--- src/rtl/idenum_pkg.sv ---
package idenum_pkg;

  typedef enum logic [2:0] {
    ST_IDLE,
    ST_ADDR,
    ST_AACK,
    ST_TX,
    ST_MACK,
    ST_SKIP
  } enum_st_e;

  typedef struct packed {
    logic start;
    logic stop;
    logic rise;
    logic fall;
  } bus_ev_t;

endpackage

--- src/rtl/idenum_bus_mon.sv ---
module idenum_bus_mon
  import idenum_pkg::*;
#(
  parameter int SYNC_STAGES = 2
) (
  input  logic    clk,
  input  logic    rst_n,
  input  logic    scl_i,
  input  logic    sda_i,
  output logic    scl_s,
  output logic    sda_s,
  output bus_ev_t ev
);

  localparam int LAST = SYNC_STAGES - 1;

  logic [LAST:0] scl_sh_q, sda_sh_q;
  logic [LAST:0] scl_sh_d, sda_sh_d;
  logic          scl_p_q, sda_p_q;

  generate
    if (SYNC_STAGES > 1) begin : g_chain
      assign scl_sh_d = {scl_sh_q[LAST-1:0], scl_i};
      assign sda_sh_d = {sda_sh_q[LAST-1:0], sda_i};
    end else begin : g_single
      assign scl_sh_d = scl_i;
      assign sda_sh_d = sda_i;
    end
  endgenerate

  // idle bus level is high on both wires
  always_ff @(posedge clk or negedge rst_n) begin
    if (!rst_n) begin
      scl_sh_q <= '1;
      sda_sh_q <= '1;
      scl_p_q  <= 1'b1;
      sda_p_q  <= 1'b1;
    end else begin
      scl_sh_q <= scl_sh_d;
      sda_sh_q <= sda_sh_d;
      scl_p_q  <= scl_sh_q[LAST];
      sda_p_q  <= sda_sh_q[LAST];
    end
  end

  assign scl_s = scl_sh_q[LAST];
  assign sda_s = sda_sh_q[LAST];

  always_comb begin
    ev.start = scl_s & scl_p_q & sda_p_q & ~sda_s;
    ev.stop  = scl_s & scl_p_q & ~sda_p_q & sda_s;
    ev.rise  = scl_s & ~scl_p_q;
    ev.fall  = ~scl_s & scl_p_q;
  end

endmodule

--- src/rtl/idenum_addr_rx.sv ---
module idenum_addr_rx #(
  parameter int              ADDR_W     = 7,
  parameter logic [ADDR_W-1:0] ARM_ADDR   = 7'h3A,
  parameter logic [ADDR_W-1:0] FETCH_ADDR = 7'h3B
) (
  input  logic clk,
  input  logic rst_n,
  input  logic shift_en,
  input  logic sda_s,
  output logic hit_arm,
  output logic hit_fetch
);

  localparam int HDR_W = ADDR_W + 1;
  localparam logic [HDR_W-1:0] ARM_HDR   = {ARM_ADDR, 1'b0};
  localparam logic [HDR_W-1:0] FETCH_HDR = {FETCH_ADDR, 1'b1};

  logic [HDR_W-1:0] hdr_q, hdr_d;

  always_comb begin
    hdr_d = hdr_q;
    if (shift_en) hdr_d = {hdr_q[HDR_W-2:0], sda_s};
  end

  always_ff @(posedge clk or negedge rst_n) begin
    if (!rst_n) hdr_q <= '0;
    else        hdr_q <= hdr_d;
  end

  assign hit_arm   = (hdr_q == ARM_HDR);
  assign hit_fetch = (hdr_q == FETCH_HDR);

endmodule

--- src/rtl/idenum_id_tx.sv ---
module idenum_id_tx #(
  parameter int            ID_W   = 16,
  parameter logic [ID_W-1:0] DEV_ID = 16'h0001
) (
  input  logic clk,
  input  logic rst_n,
  input  logic load,
  input  logic shift,
  output logic cur_bit,
  output logic nxt_bit
);

  logic [ID_W-1:0] sh_q, sh_d;

  always_comb begin
    sh_d = sh_q;
    if (load)       sh_d = DEV_ID;
    else if (shift) sh_d = {sh_q[ID_W-2:0], 1'b1};
  end

  always_ff @(posedge clk or negedge rst_n) begin
    if (!rst_n) sh_q <= '1;
    else        sh_q <= sh_d;
  end

  assign cur_bit = sh_q[ID_W-1];
  assign nxt_bit = sh_q[ID_W-2];

endmodule

--- src/rtl/idenum_arb.sv ---
module idenum_arb (
  input  logic clk,
  input  logic rst_n,
  input  logic clr,
  input  logic load,
  input  logic arm,
  input  logic sample,
  input  logic last,
  input  logic sent_one,
  input  logic sda_s,
  output logic contend,
  output logic win
);

  logic contend_q, contend_d;
  logic overridden;

  assign overridden = sent_one & ~sda_s;

  always_comb begin
    contend_d = contend_q;
    if (clr)                              contend_d = 1'b0;
    else if (load)                        contend_d = arm;
    else if (sample && overridden)        contend_d = 1'b0;
  end

  always_ff @(posedge clk or negedge rst_n) begin
    if (!rst_n) contend_q <= 1'b0;
    else        contend_q <= contend_d;
  end

  assign contend = contend_q;
  assign win     = sample & last & contend_q & ~overridden;

endmodule

--- src/rtl/idenum_slave.sv ---
module idenum_slave
  import idenum_pkg::*;
#(
  parameter int                ADDR_W      = 7,
  parameter logic [ADDR_W-1:0] ARM_ADDR    = 7'h3A,
  parameter logic [ADDR_W-1:0] FETCH_ADDR  = 7'h3B,
  parameter int                ID_W        = 16,
  parameter logic [ID_W-1:0]   DEV_ID      = 16'h0001,
  parameter int                SYNC_STAGES = 2
) (
  input  logic clk,
  input  logic rst_n,
  input  logic scl_i,
  input  logic sda_i,
  output logic sda_pull_o
);

  localparam int              NBYTES    = ID_W / 8;
  localparam int              BYTE_W    = (NBYTES > 1) ? $clog2(NBYTES) : 1;
  localparam logic [BYTE_W-1:0] LAST_BYTE = BYTE_W'(NBYTES - 1);
  localparam logic            ID_MSB    = DEV_ID[ID_W-1];
  localparam logic [3:0]      BIT_END   = 4'd8;

  logic    scl_s, sda_s;
  bus_ev_t ev;

  enum_st_e          st_q, st_d;
  logic [3:0]        cnt_q, cnt_d;
  logic [BYTE_W-1:0] byte_q, byte_d;
  logic              active_q, active_d;
  logic              pull_q, pull_d;
  logic              is_arm_q, is_arm_d;
  logic              mack_q, mack_d;

  logic addr_shift, hit_arm, hit_fetch;
  logic tx_load, tx_shift, cur_bit, nxt_bit;
  logic arb_clr, arb_load, arb_sample, arb_last, contend, win;

  idenum_bus_mon #(.SYNC_STAGES(SYNC_STAGES)) u_mon (
    .clk   (clk),
    .rst_n (rst_n),
    .scl_i (scl_i),
    .sda_i (sda_i),
    .scl_s (scl_s),
    .sda_s (sda_s),
    .ev    (ev)
  );

  idenum_addr_rx #(
    .ADDR_W     (ADDR_W),
    .ARM_ADDR   (ARM_ADDR),
    .FETCH_ADDR (FETCH_ADDR)
  ) u_addr (
    .clk       (clk),
    .rst_n     (rst_n),
    .shift_en  (addr_shift),
    .sda_s     (sda_s),
    .hit_arm   (hit_arm),
    .hit_fetch (hit_fetch)
  );

  idenum_id_tx #(.ID_W(ID_W), .DEV_ID(DEV_ID)) u_tx (
    .clk     (clk),
    .rst_n   (rst_n),
    .load    (tx_load),
    .shift   (tx_shift),
    .cur_bit (cur_bit),
    .nxt_bit (nxt_bit)
  );

  assign arb_last = (byte_q == LAST_BYTE) && (cnt_q == 4'd7);

  idenum_arb u_arb (
    .clk      (clk),
    .rst_n    (rst_n),
    .clr      (arb_clr),
    .load     (arb_load),
    .arm      (active_q),
    .sample   (arb_sample),
    .last     (arb_last),
    .sent_one (cur_bit),
    .sda_s    (sda_s),
    .contend  (contend),
    .win      (win)
  );

  // next-state logic
  always_comb begin
    st_d       = st_q;
    cnt_d      = cnt_q;
    byte_d     = byte_q;
    active_d   = active_q;
    pull_d     = pull_q;
    is_arm_d   = is_arm_q;
    mack_d     = mack_q;
    addr_shift = 1'b0;
    tx_load    = 1'b0;
    tx_shift   = 1'b0;
    arb_clr    = 1'b0;
    arb_load   = 1'b0;
    arb_sample = 1'b0;

    if (ev.stop) begin
      st_d    = ST_IDLE;
      pull_d  = 1'b0;
      arb_clr = 1'b1;
    end else if (ev.start) begin
      st_d    = ST_ADDR;
      cnt_d   = '0;
      pull_d  = 1'b0;
      arb_clr = 1'b1;
    end else begin
      unique case (st_q)
        ST_ADDR: begin
          if (ev.rise) begin
            addr_shift = 1'b1;
            cnt_d      = cnt_q + 4'd1;
          end else if (ev.fall && cnt_q == BIT_END) begin
            if (hit_arm || hit_fetch) begin
              st_d     = ST_AACK;
              pull_d   = 1'b1;
              is_arm_d = hit_arm;
            end else begin
              st_d = ST_SKIP;
            end
          end
        end
        ST_AACK: begin
          if (ev.fall) begin
            if (is_arm_q) begin
              active_d = 1'b1;
              pull_d   = 1'b0;
              st_d     = ST_SKIP;
            end else begin
              st_d     = ST_TX;
              cnt_d    = '0;
              byte_d   = '0;
              tx_load  = 1'b1;
              arb_load = 1'b1;
              pull_d   = active_q & ~ID_MSB;
            end
          end
        end
        ST_TX: begin
          if (ev.rise) begin
            arb_sample = 1'b1;
            cnt_d      = cnt_q + 4'd1;
            if (win) active_d = 1'b0;
          end else if (ev.fall) begin
            if (cnt_q == BIT_END) begin
              pull_d = 1'b0;
              st_d   = ST_MACK;
            end else begin
              tx_shift = 1'b1;
              pull_d   = contend & ~nxt_bit;
            end
          end
        end
        ST_MACK: begin
          if (ev.rise) begin
            mack_d = ~sda_s;
          end else if (ev.fall) begin
            if (mack_q && byte_q != LAST_BYTE) begin
              byte_d   = byte_q + 1'b1;
              cnt_d    = '0;
              st_d     = ST_TX;
              tx_shift = 1'b1;
              pull_d   = contend & ~nxt_bit;
            end else begin
              st_d   = ST_SKIP;
              pull_d = 1'b0;
            end
          end
        end
        default: ;
      endcase
    end
  end

  // state registers
  always_ff @(posedge clk or negedge rst_n) begin
    if (!rst_n) begin
      st_q     <= ST_IDLE;
      cnt_q    <= '0;
      byte_q   <= '0;
      active_q <= 1'b0;
      pull_q   <= 1'b0;
      is_arm_q <= 1'b0;
      mack_q   <= 1'b0;
    end else begin
      st_q     <= st_d;
      cnt_q    <= cnt_d;
      byte_q   <= byte_d;
      active_q <= active_d;
      pull_q   <= pull_d;
      is_arm_q <= is_arm_d;
      mack_q   <= mack_d;
    end
  end

  assign sda_pull_o = pull_q;


  pull_starts_low_chk: assert property (@(posedge clk) disable iff (!rst_n)
    $rose(pull_q) |-> !$past(scl_s));


  out_of_contest_quiet_chk: assert property (@(posedge clk) disable iff (!rst_n)
    (st_q == ST_TX && !contend) |-> !pull_q);


  disarm_by_win_chk: assert property (@(posedge clk) disable iff (!rst_n)
    $fell(active_q) |-> $past(st_q == ST_TX && contend));


  arm_by_write_chk: assert property (@(posedge clk) disable iff (!rst_n)
    $rose(active_q) |-> $past(st_q == ST_AACK && is_arm_q));


  stop_to_idle_chk: assert property (@(posedge clk) disable iff (!rst_n)
    $past(ev.stop) |-> (st_q == ST_IDLE && !pull_q && active_q == $past(active_q)));

endmodule

--- config.mk ---
export PLATFORM = sky130hd
export DESIGN_NAME = idenum_slave
export DESIGN_NICKNAME = d
export VERILOG_FILES = /design/src/rtl/idenum_pkg.sv /design/src/rtl/idenum_bus_mon.sv /design/src/rtl/idenum_addr_rx.sv /design/src/rtl/idenum_id_tx.sv /design/src/rtl/idenum_arb.sv /design/src/rtl/idenum_slave.sv
export SDC_FILE = /design/constraint.sdc
export NUM_CORES = 1
export LEC_CHECK = 0
export BUFFER_PORTS_ARGS = -buffer_cell sky130_fd_sc_hd__buf_2
export CORE_MARGIN = 1
export CORE_UTILIZATION = 40
export CTS_CLUSTER_DIAMETER = 60
export CTS_CLUSTER_SIZE = 16
export DETAILED_ROUTE_END_ITERATION = 16
export PLACE_DENSITY_LB_ADDON = 0.08
export SYNTH_ARGS = -nofsm -noshare
export SYNTH_HDL_FRONTEND = slang
export SYNTH_SLANG_ARGS = --single-unit
--- constraint.sdc ---
create_clock -name clk -period 4.2 [get_ports clk]
set_input_delay 0.21 -clock clk [delete_from_list [all_inputs] [get_ports clk]]
set_output_delay 0.21 -clock clk [all_outputs]
set_load 0.05 [all_outputs]
# Yosys cells after proc, flatten, opt, wreduce, memory -nomap -nowiden
# Cells that the tools add are included.
totals:
  regBits: 43
  input_bits: 4
  output_inout_bits: 1
  wordCells: 163
classes:
  add_sub_neg: 2
  eq_ne: 31
  muxes: 75
  bitwise_logic: 22
  reduce_logical: 19
op_table:
  columns: ["op", "count"]
  rows:
  - ["$mux 1", 47]
  - ["$mux 3", 13]
  - ["$ne 4x4->1 const B", 9]
  - ["$mux 16", 2]
  - ["$mux 4", 7]
  - ["$reduce_and 9->1", 2]
  - ["$eq 8x7->1 const B", 2]
  - ["$reduce_and 8->1", 2]
  - ["$ne 3x3->1 const B", 5]
  - ["$ne 2x2->1 const B", 7]
  - ["$and 1x1->1", 12]
  - ["$pmux 3 s4", 1]
  - ["$pmux 4 s3", 1]
  - ["$not 1->1", 10]
  - ["$reduce_and 7->1", 1]
  - ["$eq 3x2->1 const B", 2]
  - ["$pmux 1 s2", 3]
  - ["$reduce_and 6->1", 1]
  - ["$reduce_bool 2->1", 3]
  - ["$reduce_bool 6->1", 1]
  - ["$add 4x1->4 const B", 1]
  - ["$eq 4x3->1 const B", 1]
  - ["$eq 4x4->1 const B", 1]
  - ["$logic_and 1x1->1", 4]
  - ["11 further kinds", 11]

# Depth between registers and ports, before layout
depth:
  depth_word: 12
  mapped_depth: 9

# Cells and area by module
# A second synthesis with hierarchy kept.
unflattened:
  hier_cells: 190
  hier_area_um2: 2149.6
modules_own_cells:
  columns: ["mod", "instances", "cells_each", "area_per_inst_um2", "seq_area_each_um2"]
  rows:
  - ["idenum_slave", 1, 103, 894.6, 300.3]
  - ["idenum_id_tx", 1, 48, 630.6, 394.1]
  - ["idenum_addr_rx", 1, 22, 367.9, 200.2]
  - ["idenum_bus_mon", 1, 10, 192.7, 157.7]
  - ["idenum_arb", 1, 7, 63.8, 25.0]

# Least setup slack after synthesis
# Ideal clock, no wire load.
synth_path:
  path_type: "flip-flop to flip-flop"
  from: "register u_mon.scl_p_q"
  to: "register u_arb.contend_q (netlist: u_arb.contend)"
  arrival_time_ps: 1373
  setup_slack_ps: 2699
  path_stages_with_launch: 7
  path_cell_list: "dfstp_2 > nand2b_1 > nor3_2 > nand2_1 > buf_2 > o2111ai_1 > o21ai_1"
synth_via:
  elab_chain_len: 8
  word_cells_on_any_way: 22
synth_lines:
  columns: ["item", "line", "source"]
  rows:
  - ["start, declared", "idenum_bus_mon.sv:19", "logic scl_p_q, sda_p_q;"]
  - ["start signal, assigned", "idenum_bus_mon.sv:41", "scl_p_q <= scl_sh_q[LAST];"]
  - ["$not 1->1", "idenum_bus_mon.sv:52", "ev.rise = scl_s & ~scl_p_q;"]
  - ["$and 1x1->1", "idenum_bus_mon.sv:52", null]
  - ["$mux 1", "idenum_slave.sv:145", "if (ev.rise) begin"]
  - ["$mux 1", "idenum_slave.sv:113", "unique case (st_q)"]
  - ["$mux 1", "idenum_slave.sv:107", "end else if (ev.start) begin"]
  - ["$mux 1", "idenum_slave.sv:103", "if (ev.stop) begin"]
  - ["$logic_and 1x1->1", "idenum_arb.sv:24", "else if (sample && overridden) contend_d = 1'b0;"]
  - ["$reduce_bool 3->1 (no source line)", null, null]
  - ["end signal, assigned", "idenum_arb.sv:29", "else contend_q <= contend_d;"]
  - ["end, declared", "idenum_arb.sv:15", "logic contend_q, contend_d;"]
# Several ways; a longest one is shown, not always the timed one.
# A chain may end at the register's enable or synchronous reset.

# Worst setup path after layout
layout_path:
  from: "register st_q[0]"
  to: "register u_tx.sh_q[12]"
layout_via:
  elab_chain_len: 5
  word_cells_on_any_way: 11
layout_lines:
  columns: ["item", "line", "source"]
  rows:
  - ["start, declared", "idenum_slave.sv:27", "enum_st_e st_q, st_d;"]
  - ["start signal, assigned", "idenum_slave.sv:191", "st_q <= st_d;"]
  - ["$eq 3x3->1 or $eq 3x2->1 (tied branches)", "idenum_slave.sv:113", null]
  - ["$pmux 1 s2 or $mux 1 (tied branches)", "idenum_slave.sv:113", null]
  - ["$mux 1", "idenum_slave.sv:107", null]
  - ["$mux 1", "idenum_slave.sv:103", null]
  - ["$reduce_bool 2->1 (no source line) or $mux 16 (tied branches)", null, null]
  - ["end signal, assigned", "idenum_id_tx.sv:22", "if (!rst_n) sh_q <= '1;"]
  - ["end signal, assigned", "idenum_id_tx.sv:23", "else sh_q <= sh_d;"]
  - ["end, declared", "idenum_id_tx.sv:13", "logic [ID_W-1:0] sh_q, sh_d;"]
# Several ways; a longest one is shown, not always the timed one.

==> out/qor.yml <==
final_layout:
  fillCellCount: 504
  ff_latch_area_mm2: 0.001077
  synthToLayoutAreaGrowth_pct: 8.595
  drive_gt1_frac: 0.2664
  multi_input_area_um2: 940.9
  fin_cells: 284
  antenna_cells: 0
  final_common_cell: "nand2_1"
  final_cell_mix: "nand2_1, dfrtp_1, dfstp_2"
  nNetsFinal: 219
cts:
  post_cts.repair.setup_buffers: 0
  cts_buffers: 5
  clock_sinks: 42
  cts_hold_buf: 2
  cts_root_buffer: "clkbuf_8"
  postCtsResizedCells: 0
  cts_tree: "done"
  clkLatencyLatePin_ns: 0.30
  cts.path.max_buffers: 2
  path_clk_slew_ns: 0.09
  htree_levels: 2
synthesis:
  synth_edf_count: 0
  synth_top_family_by_area: "simple AND/OR/NAND/NOR gates"
  yosys-top-cells-area: "dfstp_2, dfrtp_1, nand2_1"
  synth.avg_cell_area_um2: 10.20
  ys_warn_count: 0
  synthFlopType: "dfstp_2"
  yosys-mux-area-fraction: 0.04209
  async_reset_ff_frac: 1.000
  syn_inst: 207
  synth_xor_area_frac: 0.01660
  synth_seq_area_share: 0.5104
  syn_nets: 213
  synth_top_area_cell: "dfstp_2"
  yosys.area_share.simple: 0.2039
  ys_seq_elements: 42
  synth_top_area_share: 0.2614
  synth_compound_area_frac: 0.1713
  synth-adder-area-share: 0.01186
  synth_cell_type_count: 54
  syn_area_mm2: 0.002111
timing:
  fmax_ghz: 0.4190
  rsz0062_at_grt: "no"
  tns_ns: 0
  finalHoldViolCount: 0
  holdWs_ns: 0.04727
  min_period_ns: 2.386
  finClkSkew_ns: 0.007738
  slew_violations: 0
  tightest_slew_ns: 1.179
  setup_viol: 0
  relSlewSlack: 0.2132
  post-route-period-util: 0.5682
critical_path:
  path_max_fanout: 29
  setup.worst_path.class: "flop to flop"
  critPathSlowestCell: "nor2_2"
  critPathBufInv: 0
  worst_path_largest_cell_delay_ns: 0.92
  end_kind: "flop"
  r2r_setup_slack_ns: 1.81
  cp_data_arrival_time_ns: 2.56
  r2r_cells: 4
  cp-start-kind: "flop"
  required_ns: 4.38
  cp_top_family: "simple AND/OR/NAND/NOR gates"
  path_cells: "nor3b_4 > a32oi_2 > nor2_2 > o21ai_0"
  reg2reg_to: "u_tx.sh_q[12]"
  reg2reg_from: "st_q[0]"
power:
  seq_power_share: 0.512
  p_clk_frac: 0.307
  powerDensity_mw_per_mm2: 451.1
  p_comb_frac: 0.181
  p_sw_mw: 0.3006
  swShare: 0.2907
  ir_drop_mv: 0.2014
  p_leak_nw: 0.9155
  p_int_mw: 0.7334
  power_mw: 1.034
routing:
  firstDrtPassIters: 4
  wirelength_mm: 4.018
  ant_nets: 0
  wl_per_cell_um: 14.15
  drt_iter0_drc: 99
  route.detailed.drc: 0
  drt-met1-wl_mm: 1.979
  dr_wl_met2_mm: 1.874
  wl_met3_um: 103
  via_count: 1495
  highest_layer: "met4"
  via_per_inst: 5.264
place:
  placed_cells_incl_taps: 274
  place.gp.congestion: 0.8667
  hpwlAfterDp_mm: 2.786
  place.port_buffers: 4
min_path:
  hold_path.class: "input pin to asynchronous set/reset pin"
die:
  design.core.area_mm2: 0.005107
  rows: 26
  die_h_um: 74.64
  initial_core_util: 0.4133
  die_w_um: 74.64
  io_pins: 5
  die_area_mm2: 0.005571
grt:
  grt_pass1_wl_mm: 6.962
  grt_pass1_vias: 1433
  grt.total_usage: 0.1671
  grt-ovfl-total: 0
  antenna_found_initial: 0
  grt_max_degree: 43
outcome:
  status: "complete, no violations"
run:
  maxCapViolCount: 0
==> stage by stage <==
step / instance area (um2) / setup WS, ns / util
after floorplan: 2111 / 2.699 / -
after global placement: 2163 / 1.929 / 0.4236
after detailed placement: 2163 / 1.806 / 0.4236
after CTS: 2292 / 1.815 / 0.4488
after global routing: 2292 / 1.536 / 0.4488
final: 2292 / 1.814 / 0.4488
==> per-layer routing <==
layer	vias up	global-route usage
met5	-	0
met4	0	0.05870
met3	9	0.04016
met2	23	0.2563
met1	728	0.2322
li1	735	-
==> area by class of cell <==
class	count	area share
Tap cell	70	0.03821
Clock inverter	3	0.01747
Clock buffer	5	0.03002
Multi-Input combinational cell	148	0.4105
Timing Repair Buffer	6	0.01747
Inverter	10	0.01638
Sequential cell	42	0.4700
==> worst max path at each step <==
stage | endpoint | slack [ns] | start | cells past startpoint
after global routing | u_tx.sh_q[12] | 1.54 | st_q[1] | 4
after global placement | u_tx.sh_q[11] | 1.93 | st_q[0] | 4
after floorplan | u_arb.contend | 2.70 | u_mon.scl_p_q | 6
after detailed placement | u_tx.sh_q[12] | 1.81 | st_q[0] | 4
final | u_tx.sh_q[12] | 1.81 | st_q[0] | 4
after CTS | u_tx.sh_q[12] | 1.81 | st_q[0] | 4
==> sequential cells by signal, summed over array words and instances (netlist names) <==
register / flops
mack_q: 1
active_q: 1
st_q: 3
cnt_q: 4
u_mon.scl_p_q: 1
u_mon.sda_p_q: 1
u_arb.contend: 1
u_addr.hdr_q: 8
sda_pull_o: 1
u_mon.scl_sh_q: 2
byte_q: 1
u_tx.sh_q: 15
u_mon.sda_sh_q: 2
is_arm_q: 1
==> cell usage after synthesis, types with 2 or more instances <==
| cell | count |
|---|---|
| buf_4 | 3 |
| and3_1 | 3 |
| o21ai_0 | 12 |
| buf_2 | 2 |
| nand3_1 | 5 |
| dfrtp_1 | 21 |
| nand3b_1 | 2 |
| dfstp_2 | 21 |
| nor2_2 | 2 |
| a32o_1 | 2 |
| inv_1 | 10 |
| o21ai_2 | 9 |
| nor2b_1 | 7 |
| ha_1 | 2 |
| nand2_1 | 38 |
| mux2_2 | 6 |
| nand2b_1 | 5 |
| buf_6 | 2 |
| xnor2_1 | 3 |
| and4b_1 | 2 |
| a21oi_1 | 9 |
| o21ai_1 | 3 |
| nor2_1 | 7 |
==> logic make-up after synthesis <==
family	Yosys count
AO/OA/AOI/OAI	52
buffers and inverters	17
flip-flops	42
XOR/XNOR	4
adder cells (fa/ha/maj)	2
AND/OR/NAND/NOR	82
multiplexers	8
==> power by group through the flow <==
stage	Combinational (mW)	Sequential (mW)	Clock (mW)
final	0.187	0.529	0.317
after global routing	0.213	0.539	0.346
after CTS	0.190	0.529	0.328
after detailed placement	0.187	0.537	0
after global placement	0.176	0.532	0
after floorplan	0.152	0.516	0
Note: power is estimated with default switching activity, not from simulation.
